$ cat config.mk
export PLATFORM = sky130hd
export DESIGN_NAME = victim_line_buffer
export DESIGN_NICKNAME = d
export VERILOG_FILES = /design/src/rtl/vlb_pkg.sv /design/src/rtl/vlb_match.sv /design/src/rtl/vlb_alloc.sv /design/src/rtl/vlb_store.sv /design/src/rtl/victim_line_buffer.sv
export SDC_FILE = /design/constraint.sdc
export NUM_CORES = 1
export LEC_CHECK = 0
export BUFFER_PORTS_ARGS = -buffer_cell sky130_fd_sc_hd__buf_2
export CORE_MARGIN = 2
export CORE_UTILIZATION = 50
export CTS_CLUSTER_DIAMETER = 150
export DETAILED_ROUTE_END_ITERATION = 10
export GPL_TIMING_DRIVEN = 0
export PLACE_DENSITY = 0.7
export SLEW_MARGIN = 20
export SYNTH_ARGS = -nofsm -noshare
export SYNTH_HDL_FRONTEND = slang
export SYNTH_HIERARCHICAL = 1
export SYNTH_SLANG_ARGS = --single-unit
export TNS_END_PERCENT = 30
$ cat constraint.sdc
create_clock -name clk -period 1.1 [get_ports clk]
set_clock_uncertainty 0.2 [all_clocks]
set_input_delay 0.11 -clock clk [delete_from_list [all_inputs] [get_ports clk]]
set_output_delay 0.11 -clock clk [all_outputs]
set_load 0.02 [all_outputs]
$ cat src/rtl/vlb_pkg.sv
package vlb_pkg;

  // Source of the line allocated into the buffer in a given cycle.
  typedef enum logic [1:0] {
    ALC_NONE      = 2'd0,
    ALC_FILL      = 2'd1,
    ALC_DISPLACED = 2'd2
  } alloc_src_e;

endpackage

$ cat src/rtl/vlb_match.sv
module vlb_match #(
  parameter int unsigned N  = 4,
  parameter int unsigned AW = 26,
  parameter int unsigned IW = 2
) (
  input  logic [N-1:0]         ent_vld,
  input  logic [N-1:0][AW-1:0] ent_addr,
  input  logic [AW-1:0]        key,
  output logic [N-1:0]         hit_vec,
  output logic [IW-1:0]        hit_idx
);

  // One comparator per entry, all in parallel.
  for (genvar g = 0; g < N; g++) begin : g_cmp
    assign hit_vec[g] = ent_vld[g] && (ent_addr[g] == key);
  end

  // Encode the matching slot; at most one matches while addresses stay unique.
  always_comb begin
    hit_idx = '0;
    for (int i = N - 1; i >= 0; i--) begin
      if (hit_vec[i]) hit_idx = IW'(i);
    end
  end

endmodule

$ cat src/rtl/vlb_alloc.sv
module vlb_alloc #(
  parameter int unsigned N  = 4,
  parameter int unsigned IW = 2
) (
  input  logic          clk,
  input  logic          rst_ni,
  input  logic [N-1:0]  ent_vld,
  input  logic          skip_en,
  input  logic [IW-1:0] skip_idx,
  input  logic          take,
  output logic [IW-1:0] slot
);

  logic [IW-1:0] ptr_q, ptr_d;
  logic [IW-1:0] free_idx;
  logic [IW-1:0] rot_idx;
  logic          full;

  function automatic logic [IW-1:0] step_idx(input logic [IW-1:0] v);
    return (v == IW'(N - 1)) ? '0 : v + 1'b1;
  endfunction

  assign full = &ent_vld;

  // Lowest-numbered empty slot.
  always_comb begin
    free_idx = '0;
    for (int i = N - 1; i >= 0; i--) begin
      if (!ent_vld[i]) free_idx = IW'(i);
    end
  end

  // Rotating choice, stepping over a slot that a swap writes this cycle.
  always_comb begin
    rot_idx = ptr_q;
    if (skip_en && (ptr_q == skip_idx)) rot_idx = step_idx(ptr_q);
  end

  assign slot = full ? rot_idx : free_idx;

  always_comb begin
    ptr_d = ptr_q;
    if (take && full) ptr_d = step_idx(rot_idx);
  end

  always_ff @(posedge clk or negedge rst_ni) begin
    if (!rst_ni) ptr_q <= '0;
    else         ptr_q <= ptr_d;
  end

endmodule

$ cat src/rtl/vlb_store.sv
module vlb_store #(
  parameter int unsigned N  = 4,
  parameter int unsigned AW = 26,
  parameter int unsigned DW = 64,
  parameter int unsigned IW = 2
) (
  input  logic                 clk,
  input  logic                 rst_ni,
  // swap port: rewrites the hit slot
  input  logic                 a_we,
  input  logic [IW-1:0]        a_idx,
  input  logic                 a_vld,
  input  logic [AW-1:0]        a_addr,
  input  logic [DW-1:0]        a_data,
  // allocation port: writes a chosen slot with a valid line
  input  logic                 b_we,
  input  logic [IW-1:0]        b_idx,
  input  logic [AW-1:0]        b_addr,
  input  logic [DW-1:0]        b_data,
  output logic [N-1:0]         ent_vld,
  output logic [N-1:0][AW-1:0] ent_addr,
  output logic [N-1:0][DW-1:0] ent_data
);

  for (genvar g = 0; g < N; g++) begin : g_ent
    logic          sel_a, sel_b;
    logic          vld_d;
    logic          line_en;
    logic [AW-1:0] addr_d;
    logic [DW-1:0] data_d;

    assign sel_a = a_we && (a_idx == IW'(g));
    assign sel_b = b_we && (b_idx == IW'(g));

    always_comb begin
      vld_d   = ent_vld[g];
      addr_d  = ent_addr[g];
      data_d  = ent_data[g];
      line_en = 1'b0;
      if (sel_b) begin
        vld_d   = 1'b1;
        addr_d  = b_addr;
        data_d  = b_data;
        line_en = 1'b1;
      end else if (sel_a) begin
        vld_d   = a_vld;
        addr_d  = a_addr;
        data_d  = a_data;
        line_en = a_vld;
      end
    end

    always_ff @(posedge clk or negedge rst_ni) begin
      if (!rst_ni) ent_vld[g] <= 1'b0;
      else         ent_vld[g] <= vld_d;
    end

    always_ff @(posedge clk) begin
      if (line_en) begin
        ent_addr[g] <= addr_d;
        ent_data[g] <= data_d;
      end
    end
  end

endmodule

$ cat src/rtl/victim_line_buffer.sv
module victim_line_buffer #(
  parameter int unsigned N  = 4,
  parameter int unsigned AW = 26,
  parameter int unsigned DW = 64
) (
  input  logic          clk,
  input  logic          rst_n,
  input  logic          lk_req,
  input  logic [AW-1:0] lk_addr,
  input  logic          lk_dsp_vld,
  input  logic [AW-1:0] lk_dsp_addr,
  input  logic [DW-1:0] lk_dsp_data,
  input  logic          ins_req,
  input  logic [AW-1:0] ins_addr,
  input  logic [DW-1:0] ins_data,
  output logic          rsp_valid,
  output logic          rsp_hit,
  output logic [DW-1:0] rsp_data
);
  import vlb_pkg::*;

  localparam int unsigned IW = (N > 1) ? $clog2(N) : 1;

  // Reset: asserted asynchronously, released on the clock.
  logic [1:0] rst_pipe;
  logic       rst_ni;

  always_ff @(posedge clk or negedge rst_n) begin
    if (!rst_n) rst_pipe <= 2'b00;
    else        rst_pipe <= {rst_pipe[0], 1'b1};
  end
  assign rst_ni = rst_pipe[1];

  logic [N-1:0]         ent_vld;
  logic [N-1:0][AW-1:0] ent_addr;
  logic [N-1:0][DW-1:0] ent_data;
  logic [N-1:0]         hit_vec;
  logic [IW-1:0]        m_idx;
  logic                 m_hit;
  logic                 bypass;
  logic                 swap_we;
  alloc_src_e           al_src;
  logic [AW-1:0]        al_addr;
  logic [DW-1:0]        al_data;
  logic                 al_take;
  logic [IW-1:0]        al_slot;

  vlb_match #(.N(N), .AW(AW), .IW(IW)) u_match (
    .ent_vld  (ent_vld),
    .ent_addr (ent_addr),
    .key      (lk_addr),
    .hit_vec  (hit_vec),
    .hit_idx  (m_idx)
  );

  assign m_hit   = |hit_vec;
  assign bypass  = lk_req && ins_req && (lk_addr == ins_addr);
  assign swap_we = lk_req && m_hit && !bypass;

  // Which line, if any, needs a fresh slot this cycle.
  always_comb begin
    al_src  = ALC_NONE;
    al_addr = ins_addr;
    al_data = ins_data;
    if (bypass) begin
      if (lk_dsp_vld) al_src = ALC_DISPLACED;
      al_addr = lk_dsp_addr;
      al_data = lk_dsp_data;
    end else if (ins_req) begin
      al_src = ALC_FILL;
    end
  end
  assign al_take = (al_src != ALC_NONE);

  vlb_alloc #(.N(N), .IW(IW)) u_alloc (
    .clk      (clk),
    .rst_ni   (rst_ni),
    .ent_vld  (ent_vld),
    .skip_en  (swap_we),
    .skip_idx (m_idx),
    .take     (al_take),
    .slot     (al_slot)
  );

  vlb_store #(.N(N), .AW(AW), .DW(DW), .IW(IW)) u_store (
    .clk      (clk),
    .rst_ni   (rst_ni),
    .a_we     (swap_we),
    .a_idx    (m_idx),
    .a_vld    (lk_dsp_vld),
    .a_addr   (lk_dsp_addr),
    .a_data   (lk_dsp_data),
    .b_we     (al_take),
    .b_idx    (al_slot),
    .b_addr   (al_addr),
    .b_data   (al_data),
    .ent_vld  (ent_vld),
    .ent_addr (ent_addr),
    .ent_data (ent_data)
  );

  // Response stage.
  logic          rsp_valid_d, rsp_hit_d;
  logic [DW-1:0] rsp_data_d;

  always_comb begin
    rsp_valid_d = lk_req;
    rsp_hit_d   = lk_req && (bypass || m_hit);
    rsp_data_d  = bypass ? ins_data : ent_data[m_idx];
  end

  always_ff @(posedge clk or negedge rst_ni) begin
    if (!rst_ni) begin
      rsp_valid <= 1'b0;
      rsp_hit   <= 1'b0;
    end else begin
      rsp_valid <= rsp_valid_d;
      rsp_hit   <= rsp_hit_d;
    end
  end

  always_ff @(posedge clk) begin
    if (lk_req) rsp_data <= rsp_data_d;
  end

endmodule

==> impl_metrics.yaml <==
synthesis:
  synth_ff_type: "edfxtp_1"
  ys_warn_count: 6
  ys_seq_area_share_pct: 57.0
  synth_top_area_share_pct: 55.9
  syn-instance-count: 1328
  synth_area_sq_um: 22800
  ys_types: 46
  syn_nets: 1540
  synth_edf_count: 424
  synth_seq_cells: 434
  synthDominantAreaCellType: "edfxtp_1"
  async_flop_share_pct: 2.30
  ys_top_cells_by_area: "edfxtp_1 (56%), mux2_2 (20%), mux4_2 (6.3%)"
  syn_avg_cell_area_sq_um: 17.2
layout:
  nets: 2133
  layout.cells.non_filler: 2563
  drive_gt1_share_pct: 53.1
  syn2layout_area_growth_pct: 35.7
  fillCellCount: 3107
placed_design:
  portBuffers: 276
  place_ws_ns: -4.48
  place_hpwl_um: 37900
  routabilityCongestion: 0.872
  place_inst: 2211
detailed_routing:
  ant_nets: 0
  wl_um: 68100
  drt-initial-drc-count: 1153
  vias_per_cell: 5.77
  routedWlPerCell_um: 26.6
  via_count: 14784
  route.detailed.drc: 0
  drt_pass1_iterations: 7
die:
  pin_count: 277
  rows: 78
  die_h_um: 217
  dieArea_sq_um: 47300
  start_util_pct: 50.4
  die_x_um: 217
  core_area_sq_um: 45200
sta:
  hold_slack_ns: -0.196
  final_hold_viol_count: 144
  setup_ws_ns: -3.21
  finalCritPeriodShare_pct: 392
  worst_pin_slew_ns: 0.492
  rsz0062_at_grt: "true"
  final.setup.tns_ns: -2416.40
  finalMaxSlewViolations: 0
  relSlewSlack_pct: 67.0
  fmax_mhz: 232
  setup_viol: 858
  post-route-min-period_ns: 4.31
power:
  power.switching_w: 0.0128
  clock_power_share_pct: 30.9
  finalPower_w: 0.0479
  switching_share_pct: 26.7
  power_frac_comb_pct: 25.1
  p_int_w: 0.0351
  vdd_drop_max_uv: 1270
  leakage_nw: 11.5
  seqPwrFrac_pct: 43.9
  power_density_nw_per_um2: 1550
worst_setup_path:
  cp_slowest_cell: "or4_4"
  crit_fanout: 10
  r2r_slack_ns: -3.21
  cp_cell_sequence: "xnor2_2, nand4_1, or4_4, or2_4, a211oi_4, xnor2_2, a31oi_1, a31oi_1, o21ai_1, a21boi_2, buf_6, nand3b_1, buf_12, buf_12, buf_12, mux2_2"
  crit_required_ns: 1.22
  criticalPathCategory: "flip-flop to flip-flop"
  cpPeakStageDelay_ns: 0.53
  cp.arrival_ns: 4.43
  cpMostUsedCell: "buf_12"
  worstSetupStartpointType: "flip-flop"
  crit_path_end_kind: "flip-flop"
cts:
  clock_tree.htree_level_count: 2
  clk_path_buf_depth: 3
  cts_sinks: 434
  worstSkewPairLatency_ns: 0.59
  cts_buffers: 47
  tritoncts: "done"
  cts.clk_slew.worst_paths_ns: 0.07
  clockRootBuffer: "clkbuf_16"
job:
  cap_violations: 0
global_route:
  antenna_found_initial: 7
  grt_pass1_vias: 15184
  grt_max_degree: 36
  grtUsageTotal_pct: 28.3
  grt-ovfl-total: 0
  grt_pass1_wl_um: 97700
status:
  status: "finished with violations"
  violations: "negative hold slack, negative setup slack"
min_path:
  hp-class: "primary input to flip-flop"
## power groups by stage
stage	sequential, W	clock (W)	combinational [W]
finish	0.0210	0.0148	0.0120
detailed placement	0.0214	0	0.00830
global route	0.0212	0.0157	0.0125
CTS	0.0210	0.0150	0.0112
floorplan	0.0215	0	0.00514
global placement	0.0214	0	0.00791
## cell usage after synthesis, types with 3 or more instances
master,instances
nor3b_1,3
mux2_1,114
buf_6,47
clkbuf_8,3
xnor2_1,92
mux2_2,401
buf_4,8
xor2_1,39
o211ai_1,4
mux4_2,64
buf_2,6
nand3_1,6
nor3_1,3
nand4_1,25
nand2_1,8
inv_1,10
edfxtp_1,424
nor4_1,10
dfrtp_1,10
clkbuf_1,7
a31oi_1,3
buf_1,7
o21ai_0,3
## logic make-up (layout without fill, tap and decap cells)
logic type	Yosys count	after routing	synth area share (%)
buf+inv	90	689	3.34
other cells	1	7	0.0165
fa+ha+maj	1	1	0.0549
mux	579	579	31.8
simple gates	72	102	2.08
xor+xnor	133	133	5.18
flops	434	434	57.0
compound gates	18	18	0.560
## layout make-up
cell class              count  area (sq um)  share of cell area [%]
plain buffers              79          1080                    3.48
clock inverters            25           153                   0.494
multi-input cells         834         10200                    32.9
flip-flops and latches    434         13000                    42.0
diodes                      6          15.0                  0.0486
repair buffers            515          4480                    14.5
inverters                  10          37.5                   0.121
clock buffers              60          1250                    4.03
well taps                 600           751                    2.43
## path summary, 6_finish.rpt
kind / start / to / cells past startpoint
max reg2reg: u_store/ent_addr[71]$_DFFE_PP_ / u_store/ent_addr[29]$_DFFE_PP_ / 16
min: lk_req / rsp_data[24]$_DFFE_PP_ / 1
min in group asynchronous: rst_pipe[1]$_DFF_PN0_ / u_store/ent_vld[2]$_DFFE_PN0P_ / 0
max: u_store/ent_addr[71]$_DFFE_PP_ / u_store/ent_addr[29]$_DFFE_PP_ / 16
min reg2reg: rst_pipe[1]$_DFF_PN0_ / u_store/ent_vld[2]$_DFFE_PN0P_ / 0
max in group asynchronous: rst_n / rst_pipe[0]$_DFF_PN0_ / 3
## routing by layer
layer | track usage [%] | part of all wire, % | vias up
met4 | 10.1 | 3.1 | 6
met2 | 46.2 | 48 | 555
met3 | 4.41 | 6.2 | 133
met5 | 0 | 0.050 | -
met1 | 38.7 | 43 | 7555
li1 | - | - | 6535
## sequential cells by signal, summed over array words and instances (netlist names)
register          count
rsp_data             64
rsp_hit               1
rsp_valid             1
rst_pipe              2
u_alloc/ptr_q         2
u_store/ent_addr    104
u_store/ent_data    256
u_store/ent_vld       4
## layout by cell type (no fill, tap or decap), types with 4 or more instances in the layout
cell type | netlist | final
buf_12 | 0 | 53
buf_16 | 0 | 17
buf_2 | 6 | 281
buf_4 | 8 | 27
buf_6 | 47 | 32
buf_8 | 0 | 6
clkbuf_1 | 7 | 13
clkbuf_16 | 0 | 57
clkbuf_2 | 2 | 4
clkinv_1 | 0 | 12
clkinv_2 | 0 | 9
dfrtp_1 | 10 | 10
diode_2 | 0 | 6
dlygate4sd3_1 | 0 | 157
edfxtp_1 | 424 | 424
inv_1 | 10 | 10
mux2_1 | 114 | 107
mux2_2 | 401 | 335
mux2_4 | 0 | 73
mux4_2 | 64 | 64
nand2_1 | 8 | 5
nand2_8 | 0 | 30
nand3_1 | 6 | 6
nand4_1 | 25 | 25
nor4_1 | 10 | 6
o211ai_1 | 4 | 4
xnor2_1 | 92 | 77
xnor2_2 | 2 | 17
xor2_1 | 39 | 39
## worst max-delay path: cells and delay by family (launching register included)
family / cells / cell delay (ns)
xor+xnor: 2 / 0.40
flops: 1 / 0.41
simple gates: 4 / 1.06
mux: 1 / 0.28
buf+inv: 4 / 0.65
compound gates: 5 / 1.02
## what timing repair did
| item | 4_1_cts | 5_1_grt |
|---|---|---|
| pin swaps | 24 | 12 |
| hold endpoints to repair | 501 | 148 |
| hold buffers | 156 | 1 |
| setup buffers | 45 | 9 |
| gates resized for setup | 149 | 151 |
| cloned | 46 | 9 |
| endpoints found under the setup margin | 857 | 857 |
## through the flow
stage,util [%],cell area [sq um]
detailed placement,55.7,25200
floorplan,-,22800
finish,68.4,30900
global route,68.4,30900
CTS,66.9,30200
global placement,55.3,25000
Power figures use the tool's default switching activity.
